[config.mk]
export PLATFORM = sky130hd
export DESIGN_NAME = wdt_ctrl
export DESIGN_NICKNAME = d
export VERILOG_FILES = /design/src/rtl/wdt_pkg.sv /design/src/rtl/wdt_rst_sync.sv /design/src/rtl/wdt_apb_if.sv /design/src/rtl/wdt_regs.sv /design/src/rtl/wdt_counter.sv /design/src/rtl/wdt_ctrl.sv
export SDC_FILE = /design/constraint.sdc
export NUM_CORES = 1
export LEC_CHECK = 0
export BUFFER_PORTS_ARGS = -buffer_cell sky130_fd_sc_hd__buf_2
export CAP_MARGIN = 30
export CORE_MARGIN = 8
export CORE_UTILIZATION = 50
export DETAILED_ROUTE_END_ITERATION = 8
export MAX_ROUTING_LAYER = met4
export PLACE_DENSITY = 0.74
export RECOVER_POWER = 100
export SYNTH_ARGS = -nofsm -noshare
export SYNTH_HDL_FRONTEND = slang
export SYNTH_SLANG_ARGS = --single-unit
[constraint.sdc]
create_clock -name clk -period 5.25 [get_ports clk]
set_input_delay 1.05 -clock clk [delete_from_list [all_inputs] [get_ports clk]]
set_output_delay 1.05 -clock clk [all_outputs]
set_load 0.1 [all_outputs]
[src/rtl/wdt_pkg.sv]
package wdt_pkg;
  localparam int unsigned DATA_W = 32;

  // register byte offsets
  localparam int unsigned OFS_RELOAD = 32'h0;
  localparam int unsigned OFS_CTRL   = 32'h4;
  localparam int unsigned OFS_CAUSE  = 32'h8;

  localparam int unsigned EN_BIT = 31;

  localparam logic [1:0] CAUSE_PIN = 2'b01;
  localparam logic [1:0] CAUSE_WDT = 2'b11;

  typedef enum logic [1:0] {
    SEL_NONE,
    SEL_RELOAD,
    SEL_CTRL,
    SEL_CAUSE
  } wdt_sel_e;

  typedef struct packed {
    logic              wr;
    wdt_sel_e          sel;
    logic [DATA_W-1:0] wdata;
  } wdt_req_t;
endpackage

[src/rtl/wdt_rst_sync.sv]
module wdt_rst_sync #(
  parameter int unsigned STAGES = 2
) (
  input  logic clk,
  input  logic rst_n,
  output logic rst_sync_n
);
  logic [STAGES-1:0] sync_q;
  logic [STAGES-1:0] sync_d;

  always_comb begin
    sync_d = {sync_q[STAGES-2:0], 1'b1};
  end

  always_ff @(posedge clk or negedge rst_n) begin
    if (!rst_n) sync_q <= '0;
    else        sync_q <= sync_d;
  end

  assign rst_sync_n = sync_q[STAGES-1];
endmodule

[src/rtl/wdt_apb_if.sv]
module wdt_apb_if
  import wdt_pkg::*;
#(
  parameter int unsigned ADDR_W = 12,
  parameter int unsigned CNT_W  = 32,
  parameter int unsigned VIEW_W = 16
) (
  input  logic              psel,
  input  logic              penable,
  input  logic              pwrite,
  input  logic [ADDR_W-1:0] paddr,
  input  logic [DATA_W-1:0] pwdata,
  input  logic [CNT_W-1:0]  reload_q,
  input  logic              en_q,
  input  logic [VIEW_W-1:0] cnt_view,
  input  logic [1:0]        cause_q,
  output wdt_req_t          req,
  output logic [DATA_W-1:0] prdata
);
  wdt_sel_e sel;

  always_comb begin
    sel = SEL_NONE;
    if (paddr == ADDR_W'(OFS_RELOAD))     sel = SEL_RELOAD;
    else if (paddr == ADDR_W'(OFS_CTRL))  sel = SEL_CTRL;
    else if (paddr == ADDR_W'(OFS_CAUSE)) sel = SEL_CAUSE;
  end

  always_comb begin
    req.wr    = psel & penable & pwrite;
    req.sel   = sel;
    req.wdata = pwdata;
  end

  always_comb begin
    prdata = '0;
    unique case (sel)
      SEL_RELOAD: prdata = DATA_W'(reload_q);
      SEL_CTRL: begin
        prdata[VIEW_W-1:0] = cnt_view;
        prdata[EN_BIT]     = en_q;
      end
      SEL_CAUSE:  prdata[1:0] = cause_q;
      default:    prdata = '0;
    endcase
  end
endmodule

[src/rtl/wdt_regs.sv]
module wdt_regs
  import wdt_pkg::*;
#(
  parameter int unsigned      CNT_W       = 32,
  parameter int unsigned      KEY_W       = 16,
  parameter logic [KEY_W-1:0] KEY         = 16'h6699,
  parameter logic [CNT_W-1:0] RELOAD_INIT = 32'h0000_8000
) (
  input  logic             clk,
  input  logic             rst_n,
  input  wdt_req_t         req,
  input  logic             expire,
  output logic [CNT_W-1:0] reload_q,
  output logic             en_q,
  output logic [1:0]       cause_q,
  output logic             enable_set,
  output logic             kick
);
  logic             wr_reload, wr_ctrl, wr_cause;
  logic [CNT_W-1:0] reload_d;
  logic             reload_ce;
  logic             en_d;
  logic [1:0]       cause_d;
  logic             cause_ce;

  always_comb begin
    wr_reload  = req.wr && (req.sel == SEL_RELOAD);
    wr_ctrl    = req.wr && (req.sel == SEL_CTRL);
    wr_cause   = req.wr && (req.sel == SEL_CAUSE);
    enable_set = wr_ctrl && req.wdata[EN_BIT] && !en_q;
    kick       = wr_ctrl && en_q && (req.wdata[KEY_W-1:0] == KEY);
  end

  // reload: frozen once enabled
  always_comb begin
    reload_ce = wr_reload && !en_q;
    reload_d  = req.wdata[CNT_W-1:0];
  end

  // enable: set-only
  always_comb begin
    en_d = en_q | enable_set;
  end

  // cause: expiry has priority over software
  always_comb begin
    cause_ce = expire | wr_cause;
    cause_d  = expire ? CAUSE_WDT : req.wdata[1:0];
  end

  always_ff @(posedge clk or negedge rst_n) begin
    if (!rst_n)         reload_q <= RELOAD_INIT;
    else if (reload_ce) reload_q <= reload_d;
  end

  always_ff @(posedge clk or negedge rst_n) begin
    if (!rst_n) en_q <= 1'b0;
    else        en_q <= en_d;
  end

  always_ff @(posedge clk or negedge rst_n) begin
    if (!rst_n)        cause_q <= CAUSE_PIN;
    else if (cause_ce) cause_q <= cause_d;
  end
endmodule

[src/rtl/wdt_counter.sv]
module wdt_counter #(
  parameter int unsigned CNT_W = 32
) (
  input  logic             clk,
  input  logic             rst_n,
  input  logic             en,
  input  logic             load,
  input  logic [CNT_W-1:0] reload,
  output logic [CNT_W-1:0] cnt_q,
  output logic             expire,
  output logic             rst_req_q
);
  logic [CNT_W-1:0] cnt_d;
  logic             cnt_ce;
  logic             at_zero;

  always_comb begin
    at_zero = (cnt_q == '0);
    expire  = en && !load && at_zero;
    cnt_ce  = load || en;
    if (load || expire) cnt_d = reload;
    else                cnt_d = cnt_q - CNT_W'(1);
  end

  always_ff @(posedge clk or negedge rst_n) begin
    if (!rst_n)      cnt_q <= '0;
    else if (cnt_ce) cnt_q <= cnt_d;
  end

  always_ff @(posedge clk or negedge rst_n) begin
    if (!rst_n) rst_req_q <= 1'b0;
    else        rst_req_q <= expire;
  end
endmodule

[src/rtl/wdt_ctrl.sv]
module wdt_ctrl
  import wdt_pkg::*;
#(
  parameter int unsigned      ADDR_W      = 12,
  parameter int unsigned      CNT_W       = 32,
  parameter int unsigned      KEY_W       = 16,
  parameter logic [KEY_W-1:0] KEY         = 16'h6699,
  parameter logic [CNT_W-1:0] RELOAD_INIT = 32'h0000_8000
) (
  input  logic              clk,
  input  logic              rst_n,
  input  logic              psel,
  input  logic              penable,
  input  logic              pwrite,
  input  logic [ADDR_W-1:0] paddr,
  input  logic [31:0]       pwdata,
  output logic [31:0]       prdata,
  output logic              pready,
  output logic              wdt_rst_req
);
  localparam int unsigned VIEW_W = (CNT_W < 16) ? CNT_W : 16;

  logic             rst_sync_n;
  wdt_req_t         req;
  logic [CNT_W-1:0] reload;
  logic             enabled;
  logic [1:0]       cause;
  logic             enable_set;
  logic             kick;
  logic [CNT_W-1:0] cnt;
  logic             expire;

  wdt_rst_sync #(.STAGES(2)) u_rst (
    .clk        (clk),
    .rst_n      (rst_n),
    .rst_sync_n (rst_sync_n)
  );

  wdt_apb_if #(.ADDR_W(ADDR_W), .CNT_W(CNT_W), .VIEW_W(VIEW_W)) u_if (
    .psel     (psel),
    .penable  (penable),
    .pwrite   (pwrite),
    .paddr    (paddr),
    .pwdata   (pwdata),
    .reload_q (reload),
    .en_q     (enabled),
    .cnt_view (cnt[VIEW_W-1:0]),
    .cause_q  (cause),
    .req      (req),
    .prdata   (prdata)
  );

  wdt_regs #(
    .CNT_W(CNT_W), .KEY_W(KEY_W), .KEY(KEY), .RELOAD_INIT(RELOAD_INIT)
  ) u_regs (
    .clk        (clk),
    .rst_n      (rst_sync_n),
    .req        (req),
    .expire     (expire),
    .reload_q   (reload),
    .en_q       (enabled),
    .cause_q    (cause),
    .enable_set (enable_set),
    .kick       (kick)
  );

  wdt_counter #(.CNT_W(CNT_W)) u_cnt (
    .clk       (clk),
    .rst_n     (rst_sync_n),
    .en        (enabled),
    .load      (enable_set | kick),
    .reload    (reload),
    .cnt_q     (cnt),
    .expire    (expire),
    .rst_req_q (wdt_rst_req)
  );

  assign pready = 1'b1;
endmodule

==> reports/metrics.yaml <==
yosys:
  synth.yosys.seq_area_share: 0.440
  syn_inst: 402
  synth_edf_count: 0
  yosysTopAreaCellShare: 0.427
  syn-cell-area_um2: 3980
  yosys-top-cells-area: "dfrtp_1, mux2_2, a21oi_1"
  synth_ff_type: "dfrtp_1"
  synth_top_area_cell: "dfrtp_1"
  synth-seq-cells: 70
  async_flop_share: 1.00
  yosys_warnings: 0
  synth_cell_types: 66
  avgSynthCellArea_um2: 9.91
pwr:
  power_density_nw_per_um2: 246
  seqPwrFrac: 0.482
  switching_share: 0.216
  switchingPower_uw: 247
  p_comb_frac: 0.047
  ir_worst_vdd_v: 0.000175
  leakagePower_uw: 0.00208
  p_int_uw: 896
  p_clk_frac: 0.471
cts:
  numCtsBuffers: 9
  worstSkewPairLatency_ns: 0.35
  postCtsSetupRepairBufs: 0
  cts_sinks: 70
  cts_hold_buf: 0
  cts_resized: 0
  htree_levels: 3
  path_clk_slew_ns: 0.07
  cts_buffer_depth: 2
  cts_root_buf: "clkbuf_8"
  cts_tree: "built"
drt:
  via_per_inst: 6.10
  drt_first_pass_iters: 4
  drtAntennaViolNets: 0
  via_count: 3556
  drc: 0
  wl_um: 10600
  drt_iter0_markers: 174
  wl_per_cell_um: 18.1
timing:
  fmax_mhz: 227
  rsz0062_at_grt: "false"
  finalClockSkew_ns: 0.0116
  setup_slack_ns: 0.839
  tns_ns: 0
  fin_crit_ns: 4.41
  worst_hold_slack_ns: 0.360
  finalSetupViolations: 0
  max_slew_margin: -1.48
  hold_viol_final: 0
  maxSlewViolCount: 93
  tightest_slew_ns: 3.72
  fin_crit_sh: 0.840
floorplanning:
  die_y_um: 105
  coreArea_um2: 7730
  ios: 83
  start_util: 0.515
  die_area_um2: 11100
  die_w_um: 105
  rows: 32
place:
  dp.cells: 567
  globalplace.congestion: 0.822
  dpl_cell_area_um2: 4500
  hpwl_um: 7410
  place_ws_ns: 1.25
  port_buffers: 81
critical_path:
  crit_type: "in -> out"
  cp_data_arrival_time_ns: 3.36
  crit_path_max_incr_delay_ns: 0.88
  crit_required_ns: 4.20
  cp_slowest_cell: "clkbuf_1"
  crit_path_max_fanout: 17
  cp_top_family: "simple AND/OR/NAND/NOR gates"
  worstReg2RegStart: "u_rst.sync_q[1]"
  cp_cell_sequence: "buf_2, nor4_1, and4_1, a22o_2, clkbuf_1"
  cp-start-kind: "input pin"
  reg2reg_slack_ns: 1.52
  crit_start: "paddr[7]"
  cp-endpoint: "prdata[3]"
  crit_path_end_kind: "output pin"
  worstReg2RegEnd: "u_cnt.cnt_q[27]"
  cp_num_cells: 5
  path_buf_inv: 2
  reg2reg_depth: 1
final_layout:
  final_area_um2: 4640
  drive_gt1_frac: 0.225
  layout_commonest_cell: "dfrtp_1"
  stdcell_count: 583
  antenna-diode-count: 0
  final_cell_mix: "dfrtp_1, buf_2, clkbuf_1, mux2_2, nand2_1"
  area_delta_synth_final_pct: 16.6
  final_nets: 526
  fillerInstances: 692
worst_hold_path:
  hold_path.startpoint: "u_rst.sync_q[0]"
  hp-class: "reg -> reg"
grt:
  grt_max_degree: 69
  grt_overflow: 0
  met1_usage: 0.238
  use_met2: 0.315
  grt_pass1_wl_um: 17600
  grt_usage: 0.197
  grt_use_met3: 0.0512
  antenna_found_initial: 0
  grt_pass1_vias: 3560
  grt.busiest_layer: "met2"
run:
  drv_cap: 2
outcome:
  violations: "max-capacitance violations, max-slew violations"
  outcome: "complete, but fails checks"
-- state kept, by name, summed over array words and instances (netlist names) --
register	flops
u_cnt.cnt_q	32
u_regs.reload_q	32
u_regs.cause_q	2
u_rst.sync_q	2
u_cnt.rst_req_q	1
u_regs.en_q	1
-- stage by stage --
| step | power, uW | utilization |
|---|---|---|
| 2_1_floorplan | 587 | - |
| 3_3_place_gp | 614 | 0.578 |
| 3_5_place_dp | 616 | 0.582 |
| 4_1_cts | 1150 | 0.614 |
| 5_1_grt | 1180 | 0.601 |
| 6_report | 1140 | 0.601 |
-- cell usage after synthesis (6+ instances only) --
cell and number:
clkbuf_1 12, inv_1 13, a21oi_1 26, o21ai_0 14
a31oi_1 8, nand4_1 7, dfrtp_1 68, nor4_1 8
nor2_1 12, and2_1 18, nand2_1 30, nor3_1 12
o22a_1 6, a22o_1 14, buf_2 10, nand3_1 20
mux2_2 31
-- power groups by stage --
stage | Clock (uW) | Combinational (uW) | Sequential [uW]
2_1_floorplan | 0 | 21.1 | 566
3_3_place_gp | 0 | 53.5 | 561
3_5_place_dp | 0 | 55.2 | 561
4_1_cts | 547 | 55.4 | 551
5_1_grt | 573 | 60.2 | 552
6_report | 538 | 53.6 | 551
-- per-layer routing --
| metal | vias up | share of wire |
|---|---|---|
| li1 | 1661 | - |
| met1 | 1745 | 0.44 |
| met2 | 138 | 0.49 |
| met3 | 12 | 0.059 |
| met4 | 0 | 0.015 |
| met5 | - | 0 |
-- worst min-delay path by stage --
stage                      endpoint  slack [ns]  cells past startpoint
floorplan           u_rst.sync_q[1]        0.33                      0
global placement    u_rst.sync_q[1]        0.34                      0
detailed placement  u_rst.sync_q[1]        0.35                      0
CTS                 u_rst.sync_q[1]        0.36                      0
global route        u_rst.sync_q[1]        0.38                      0
finish              u_rst.sync_q[1]        0.36                      0
-- logic make-up (layout without fill, tap and decap cells) --
family,count (synthesis),after routing,share of synthesized area
AO/OA/AOI/OAI,108,108,0.191
adder cells (fa/ha/maj),1,1,0.00314
buffers and inverters,42,120,0.0503
flip-flops,70,70,0.440
multiplexers,36,36,0.101
other,1,2,0.000942
AND/OR/NAND/NOR,144,144,0.213
-- final cells by class --
type	count	area, um^2	area share
sequential	70	1760	0.378
tap	102	128	0.0275
timing repair buffer	91	430	0.0927
clock inverter	5	106	0.0229
clock buffer	11	141	0.0305
inverter	13	48.8	0.0105
multi-input combinational	291	2030	0.438
(Power assumes the default switching activity.)
